<file path="src/rtl/dmareq_pkg.sv">
package dmareq_pkg;

    // Transfer kind, encoded as {ultra, dir_rd}
    typedef enum logic [1:0] {
        XF_MW_WR = 2'b00,
        XF_MW_RD = 2'b01,
        XF_UL_WR = 2'b10,
        XF_UL_RD = 2'b11
    } xfer_e;

    typedef struct packed {
        xfer_e kind;
    } mode_st_t;

    typedef struct packed {
        logic dreq;
    } req_st_t;

endpackage

</file>
<file path="src/rtl/dmareq_mode.sv">
module dmareq_mode
    import dmareq_pkg::*;
(
    input  logic  clk,
    input  logic  rst_n,
    input  logic  ultra_i,
    input  logic  dir_rd_i,
    output xfer_e kind_o,
    output logic  chg_o
);

    mode_st_t st_d, st_q;
    xfer_e    kind_now;

    always_comb begin
        kind_now  = xfer_e'({ultra_i, dir_rd_i});
        st_d      = st_q;
        st_d.kind = kind_now;
        chg_o     = (kind_now != st_q.kind);
        kind_o    = kind_now;
    end

    always_ff @(posedge clk or negedge rst_n) begin
        if (!rst_n) st_q <= '{kind: XF_MW_WR};
        else        st_q <= st_d;
    end


    kind_stable_chk: assert property (@(posedge clk) disable iff (!rst_n)
        !chg_o |=> (st_q.kind == $past(kind_now)));

endmodule

</file>
<file path="src/rtl/dmareq_qcnt.sv">
module dmareq_qcnt #(
    parameter int BURST = 4,
    localparam int CNT_W = $clog2(BURST + 1)
) (
    input  logic             clk,
    input  logic             rst_n,
    input  logic             clr_i,
    input  logic             inc_i,
    output logic [CNT_W-1:0] cnt_o,
    output logic             last_o
);

    logic [CNT_W-1:0] cnt_d, cnt_q;

    always_comb begin
        cnt_d = cnt_q;
        if (clr_i)                            cnt_d = '0;
        else if (inc_i && cnt_q < CNT_W'(BURST)) cnt_d = cnt_q + 1'b1;
        cnt_o  = cnt_q;
        last_o = (cnt_q == CNT_W'(BURST - 1));
    end

    always_ff @(posedge clk or negedge rst_n) begin
        if (!rst_n) cnt_q <= '0;
        else        cnt_q <= cnt_d;
    end


    cnt_step_chk: assert property (@(posedge clk) disable iff (!rst_n)
        (!clr_i && inc_i && cnt_q < CNT_W'(BURST)) |=> (cnt_q == $past(cnt_q) + 1'b1));


    cnt_bound_chk: assert property (@(posedge clk) disable iff (!rst_n)
        cnt_q <= CNT_W'(BURST));


    cnt_hold_chk: assert property (@(posedge clk) disable iff (!rst_n)
        (!clr_i && !inc_i) |=> $stable(cnt_q));

endmodule

</file>
<file path="src/rtl/dmareq_ctrl.sv">
module dmareq_ctrl
    import dmareq_pkg::*;
#(
    parameter int DEPTH = 16,
    parameter int BURST = 4,
    localparam int LVL_W = $clog2(DEPTH + 1),
    localparam int CNT_W = $clog2(BURST + 1)
) (
    input  logic             clk,
    input  logic             rst_n,
    input  logic             en_i,
    input  logic             ultra_i,
    input  logic             dir_rd_i,
    input  logic             bus_wr_i,
    input  logic             bus_rd_i,
    input  logic [LVL_W-1:0] wr_lvl_i,
    input  logic [LVL_W-1:0] rd_lvl_i,
    input  logic             rd_empty_i,
    input  logic             dev_req_i,
    output logic             dreq_o,
    output logic [CNT_W-1:0] qcnt_o
);

    xfer_e   kind;
    logic    chg;
    logic    cnt_clr, cnt_inc, cnt_last;
    req_st_t st_d, st_q;

    dmareq_mode u_mode (
        .clk      (clk),
        .rst_n    (rst_n),
        .ultra_i  (ultra_i),
        .dir_rd_i (dir_rd_i),
        .kind_o   (kind),
        .chg_o    (chg)
    );

    dmareq_qcnt #(.BURST(BURST)) u_qcnt (
        .clk    (clk),
        .rst_n  (rst_n),
        .clr_i  (cnt_clr),
        .inc_i  (cnt_inc),
        .cnt_o  (qcnt_o),
        .last_o (cnt_last)
    );

    logic wr_room, rd_data, wr_high, rd_high, rd_tail;

    always_comb begin
        wr_room = (wr_lvl_i < LVL_W'(DEPTH));
        rd_data = (rd_lvl_i != '0);
        wr_high = (wr_lvl_i >= LVL_W'(BURST));
        rd_high = (rd_lvl_i >= LVL_W'(BURST));
        rd_tail = !dev_req_i && rd_data;

        st_d    = st_q;
        cnt_clr = 1'b0;
        cnt_inc = 1'b0;

        if (!en_i || chg) begin
            st_d.dreq = 1'b0;
            cnt_clr   = 1'b1;
        end else begin
            unique case (kind)
                XF_MW_WR: begin
                    cnt_clr   = 1'b1;
                    st_d.dreq = !bus_wr_i && dev_req_i && wr_room;
                end
                XF_MW_RD: begin
                    cnt_clr   = 1'b1;
                    st_d.dreq = !bus_rd_i && dev_req_i && rd_data;
                end
                XF_UL_WR: begin
                    cnt_clr   = 1'b1;
                    st_d.dreq = !wr_high;
                end
                XF_UL_RD: begin
                    if (st_q.dreq) begin
                        cnt_inc = bus_rd_i;
                        if ((bus_rd_i && cnt_last) || rd_empty_i)
                            st_d.dreq = 1'b0;
                    end else if (rd_high || rd_tail) begin
                        st_d.dreq = 1'b1;
                        cnt_clr   = 1'b1;
                    end
                end
                default: st_d.dreq = 1'b0;
            endcase
        end
        dreq_o = st_q.dreq;
    end

    always_ff @(posedge clk or negedge rst_n) begin
        if (!rst_n) st_q <= '{dreq: 1'b0};
        else        st_q <= st_d;
    end


    off_idle_chk: assert property (@(posedge clk) disable iff (!rst_n)
        !en_i |=> (!dreq_o && qcnt_o == '0));


    mw_wr_drop_chk: assert property (@(posedge clk) disable iff (!rst_n)
        (en_i && !ultra_i && !dir_rd_i && bus_wr_i) |=> !dreq_o);


    mw_rd_drop_chk: assert property (@(posedge clk) disable iff (!rst_n)
        (en_i && !ultra_i && dir_rd_i && bus_rd_i) |=> !dreq_o);


    ul_wr_full_chk: assert property (@(posedge clk) disable iff (!rst_n)
        (en_i && ultra_i && !dir_rd_i && wr_high) |=> !dreq_o);


    ul_rd_empty_chk: assert property (@(posedge clk) disable iff (!rst_n)
        (en_i && !chg && kind == XF_UL_RD && dreq_o && rd_empty_i) |=> !dreq_o);


    rise_clear_chk: assert property (@(posedge clk) disable iff (!rst_n)
        $rose(dreq_o) |-> (qcnt_o == '0));


    swap_low_chk: assert property (@(posedge clk) disable iff (!rst_n)
        (en_i && chg) |=> (!dreq_o && qcnt_o == '0));

endmodule

</file>
<file path="config.mk">
export PLATFORM = sky130hd
export DESIGN_NAME = dmareq_ctrl
export DESIGN_NICKNAME = d
export VERILOG_FILES = /design/src/rtl/dmareq_pkg.sv /design/src/rtl/dmareq_mode.sv /design/src/rtl/dmareq_qcnt.sv /design/src/rtl/dmareq_ctrl.sv
export SDC_FILE = /design/constraint.sdc
export NUM_CORES = 1
export LEC_CHECK = 0
export ABC_AREA = 1
export BUFFER_PORTS_ARGS = -buffer_cell sky130_fd_sc_hd__buf_2
export CORE_AREA = 2 2 39 41
export DETAILED_ROUTE_END_ITERATION = 7
export DIE_AREA = 0 0 41 43
export PLACE_DENSITY = 0.71
export SYNTH_ARGS = -nofsm -noshare
export SYNTH_HDL_FRONTEND = slang
export SYNTH_HIERARCHICAL = 1
export SYNTH_SLANG_ARGS = --single-unit
</file>
<file path="constraint.sdc">
create_clock -name clk -period 1.88 [get_ports clk]
set_input_delay 0.188 -clock clk [delete_from_list [all_inputs] [get_ports clk]]
set_output_delay 0.188 -clock clk [all_outputs]
set_load 0.005 [all_outputs]
</file>
Word level (Yosys, flattened, before mapping)
Index checks and enable logic that the tools add are counted.
Widths: inputs -> output; s select.
{ "op_classes": {"addsub": 1, "order_cmp": 4, "n_eq_ne": 5, "n_mux": 13, "reduce_logical": 19} }
{ "ops": {"columns": ["operator", "n"], "rows": [
  ["$ge 5x3->1 const B", 2],
  ["$mux 1", 9],
  ["$logic_and 1x1->1", 7],
  ["$mux 3", 2],
  ["$logic_not 1->1", 5],
  ["$lt 5x5->1 const B", 1],
  ["$reduce_bool 5->1", 1],
  ["$eq 2x2->1 const B", 2],
  ["$pmux 1 s4", 1],
  ["$add 3x1->3 const B", 1],
  ["$eq 3x2->1 const B", 1],
  ["$logic_or 1x1->1", 3],
  ["$lt 3x3->1 const B", 1],
  ["$reduce_or 3->1", 1],
  ["$eq 2x1->1 const B", 1],
  ["$logic_not 2->1", 1],
  ["$ne 2x2->1", 1],
  ["$pmux 1 s2", 1],
  ["$reduce_bool 2->1", 1]
]} }
{ "totals": {"ff_bits": 6, "in_bits": 19, "out_inout_bits": 4} }

Logic depth before layout (Yosys ltp)
{ "depth": {"depth_word": 8, "mapped_depth": 10} }

By module
Netlist, hierarchy kept.
{ "modules_own_cells": {"columns": ["module", "n_inst", "cells_each", "area_per_inst_um2", "seq_area_each_um2"], "rows": [
  ["dmareq_ctrl", 1, 38, 187.7, 25.0],
  ["dmareq_qcnt", 1, 18, 160.2, 75.1],
  ["dmareq_mode", 1, 11, 96.3, 50.0]
]} }

Worst setup path before layout
Ideal clock, no wire load.
{ "synth_timing": {"path_type": "register -> register", "from": "register u_mode/st_q[0] (netlist name)", "to": "register u_qcnt.cnt_q[0], in the netlist u_qcnt/cnt_o[0]", "setup_ps": 119, "t_arrival_ps": 1266, "required_ps": 1761, "setup_slack_ps": 495, "path_stages_with_launch": 9, "n_path_buf": 0, "period_less_slack_ps": 1385, "path_cell_list": "dfrtp_1 -> xnor2_1 -> nand2_1 -> nor2_2 -> nand2_1 -> nor3_1 -> nand3_1 -> nand2_1 -> nor2_1"} }
{ "synth_between": {"elab_chain_cells": 5, "word_cells_on_any_way": 7, "cone_classes": "eq/ne (1); mux (3); reduce/logical (3)"} }
{ "synth_lines": {"columns": ["element", "line_no", "rtl"], "rows": [
  ["from (decl)", "dmareq_mode.sv:12", "mode_st_t st_d, st_q;"],
  ["from (signal assigned)", "dmareq_mode.sv:24", "if (!rst_n) st_q <= '{kind: XF_MW_WR};"],
  ["from (signal assigned)", "dmareq_mode.sv:25", "else st_q <= st_d;"],
  ["$ne 2x2->1", "dmareq_mode.sv:19", "chg_o = (kind_now != st_q.kind);"],
  ["net chg", "dmareq_ctrl.sv:25", "logic chg;"],
  ["$logic_or 1x1->1", "dmareq_ctrl.sv:60", "if (!en_i || chg) begin"],
  ["$mux 1", "dmareq_ctrl.sv:60", null],
  ["net cnt_inc", "dmareq_ctrl.sv:26", "logic cnt_clr, cnt_inc, cnt_last;"],
  ["$logic_and 1x1->1", "dmareq_qcnt.sv:18", "else if (inc_i && cnt_q < CNT_W'(BURST)) cnt_d = cnt_q + 1'b1;"],
  ["$reduce_bool 2->1 (no source line)", null, null],
  ["to (signal assigned)", "dmareq_qcnt.sv:25", "else cnt_q <= cnt_d;"],
  ["to (decl)", "dmareq_qcnt.sv:13", "logic [CNT_W-1:0] cnt_d, cnt_q;"]
]} }
The timed path passes the listed nets, and every way through them passes these cells.
A chain may end at the register's enable or synchronous reset.

Worst setup path in the final report
Ends and elaborated chain as after synthesis.

==> metrics.md <==
| Metric | Value |
|---|---|
| Sequential area share after synthesis | between 30% and 40% |
| Slew margin rel. | 67.6% |
| Worst path bufs/invs | 0 |
| Metal2 WL | 407 µm |
| Cells on worst reg2reg path | 8 |
| Design area | 582 µm² |
| CP startpoint kind | flip-flop |
| Setup CP Type | flip-flop to flip-flop |
| Switching share of power | roughly 22% |
| Placed cells | about 100 |
| Clock Latency Late Sink | 0.23 ns |
| Final setup TNS | 0 ns |
| Syn Nets | about 90 |
| Drt first pass iters | 4 |
| Combinational Power Share | between 10% and 20% |
| Die W | a little over 40 µm |
| Fraction of layout instances using a drive strength above 1 | between 30% and 40% |
| Top Metal Used | met4 |
| CP arrival | about 1.7 ns |
| Clock-pin slew on the worst setup and hold paths | approximately 0.040 ns |
| Worst path slowest cell | nor3_1 |
| Clk sink count | 6 |
| Final wirelength | a little under 900 µm |
| Gr ovfl total | 0 |
| Worst-Margin Slew | around 0.48 ns |
| Part of the power in the clock network | 37.3% |
| CORE AREA | 1380 µm² |
| Yosys reg bits | 6 |
| Final Power | 0.293 mW |
| Pin count of the biggest net entering global routing | 9 |
| Post-synthesis to final-layout area growth | 31.0% |
| Worst path max stage delay | about 0.38 ns |
| Final Hold Fails | 0 |
| CP cell instances | xnor2_1 > nand2_1 > nor2_2 > nand2_1 > nor3_1 > nand3_1 > nand2_1 > nor2_1 |
| Die area | ~1800 µm² |
| Post-route insts no fill | 105 |
| Die H | between 40 and 50 µm |
| Hold Slack | between 0.1 and 0.15 ns |
| Final setup violation count | 0 |
| Syn Inst Count | 67 |
| Port Buf Inserts | 20 |
| Max clock buf depth | 2 |
| Hold/Removal Path Class | input pin to flip-flop |
| Max Cap Viol | 0 |
| RD Place Congestion | approximately 0.71 |
| Metal1 wirelength | between 400 and 500 µm |
| WL met3 | between 50 and 60 µm |
| Final core occ | 42.0% |
| Internal | roughly 0.23 mW |
| Final Max Tran Viols | 0 |
| Status | finished, final reports clean |
| DR vias | 444 |
| PD cells | between 500 and 600 nW/µm² |
| Net Sw Power | 0.0651 mW |
| CTS tree | built |
| Worst Skew | roughly 0.001 ns |
| Starting density of the core | around a third |
| Most frequent CP cell | nand2_1 |
| I/O pin total | 23 |
| Gr usage total | 10.6% |
| YS warnings | 6 |
| Gates resized, CTS repair | 0 |
| Placed cell area | between 500 and 600 µm² |
| RSZ-0062 raised after global routing | false |
| Seq pwr share | 45.7% |
| Number of diodes | 0 |
| Routed WL per cell | ~8.4 µm |
| Antenna Nets Post-Route | 0 |
| Clk root buf | clkbuf_4 |
| Iter 0 DRT Violations | 9 |
| TritonCTS Buffers | 3 |
| Htree depth | 1 |
| LEAKAGE | 0.352 nW |
| Critical-path maximum fanout | 5 |
| Worst path top cell family by delay | simple AND/OR/NAND/NOR gates |
| Critical Path RT | ~2.0 ns |
| Fmax | roughly 0.65 GHz |
| Syn avg cell area | between 6 and 7 µm² |
| First-pass GRT wire length | 1260 µm |
| Vias per cell | 4.23 |
| Cell count along the critical path | 8 |
| Worst vdd ir | 0.273 mV |
| Synthesized area | about 440 µm² |
| Worst setup EP type | flip-flop |
| Nets | 112 |
| Post-route minimum period | around 1.5 ns |
| Tcrit/Tclk final | between 80 and 90% |
| Vias in the first global route | around 350 |
| DRC | 0 |
| Cell depth of the worst hold path | 1 |
| Synth unique cells | 17 |
| Setup WS post-layout | 0.339 ns |
| FP Rows | 14 |
| DP Worst Slack | about 0.34 ns |
| Placed wire-length estimate | about 730 µm |
| Initial antenna violation count | 0 |
==> power by group through the flow <==
stage | clock network (mW) | registers (mW) | logic [mW]
6_report | 0.109 | 0.134 | 0.0498
5_1_grt | 0.120 | 0.134 | 0.0578
4_1_cts | 0.119 | 0.134 | 0.0508
3_5_place_dp | 0 | 0.136 | 0.0489
3_3_place_gp | 0 | 0.136 | 0.0478
2_1_floorplan | 0 | 0.136 | 0.0264
==> layer usage <==
metal  vias to the layer above  global-route usage, %
li1                        248                      -
met5                         -                      0
met1                       182                   14.0
met3                         2                   1.57
met4                         0                   8.00
met2                        12                   14.7
==> worst paths after layout <==
check	start	end	slack, ns
max	u_mode/st_q[0]	u_qcnt/cnt_o[0]	0.34
max reg2reg	u_mode/st_q[0]	u_qcnt/cnt_o[0]	0.34
min in group asynchronous	rst_n	dreq_o	0.30
min reg2reg	u_qcnt/cnt_o[1]	u_qcnt/cnt_o[1]	0.53
max in group asynchronous	rst_n	u_qcnt/cnt_o[2]	1.45
min	dir_rd_i	u_mode/st_q[0]	0.11
==> Yosys cell counts <==
cell type  instances  area share, %
nor3_1             2            2.3
o21ai_0            1            1.1
nand4_1            1            1.4
o21ai_1            1            1.1
ha_1               2            5.6
nor2_1             4            3.4
nand3b_1           1            1.7
nand2_1           18             15
a21oi_2            2            3.9
nand3_1            6            6.8
a21oi_1            3            3.4
xnor2_1            1            2.0
inv_2              2            1.7
inv_1             14             12
nor2_2             1            1.4
buf_4              2            3.4
dfrtp_1            6             34
==> layout by cell type (no fill, tap or decap) <==
cell type / count
a21oi_1: 3
a21oi_2: 2
buf_2: 20
clkbuf_4: 3
dfrtp_1: 6
dlygate4sd3_1: 1
ha_1: 2
inv_1: 14
inv_2: 2
nand2_1: 18
nand3_1: 6
nand3b_1: 1
nand4_1: 1
nor2_1: 4
nor2_2: 1
nor3_1: 2
o21ai_0: 1
o21ai_1: 1
xnor2_1: 1
==> cell families after synthesis <==
family | count (synthesis) | synth area share (%)
AND/OR/NAND/NOR | 33 | 32.1
flip-flops | 6 | 33.8
AO/OA/AOI/OAI | 7 | 9.58
XOR/XNOR | 1 | 1.97
adder cells (fa/ha/maj) | 2 | 5.63
buffers and inverters | 18 | 16.9
==> final cells by class <==
type	count	area, µm²
sequential	6	150
clock buffer	3	22.5
fill	149	802
tap	16	20.0
inverter	16	60.1
timing repair buffer	21	110
multi-input combinational	43	219
==> state kept, by name, indices dropped and copies added (netlist names) <==
register and flops:
u_qcnt/cnt_o 3, u_mode/st_q 2, dreq_o 1
==> timing repair <==
item	CTS	global route
buffers inserted	0	0
hold endpoints to repair	6	0
hold buffers	1	0
No activity file was read; power rests on OpenSTA's default activity.
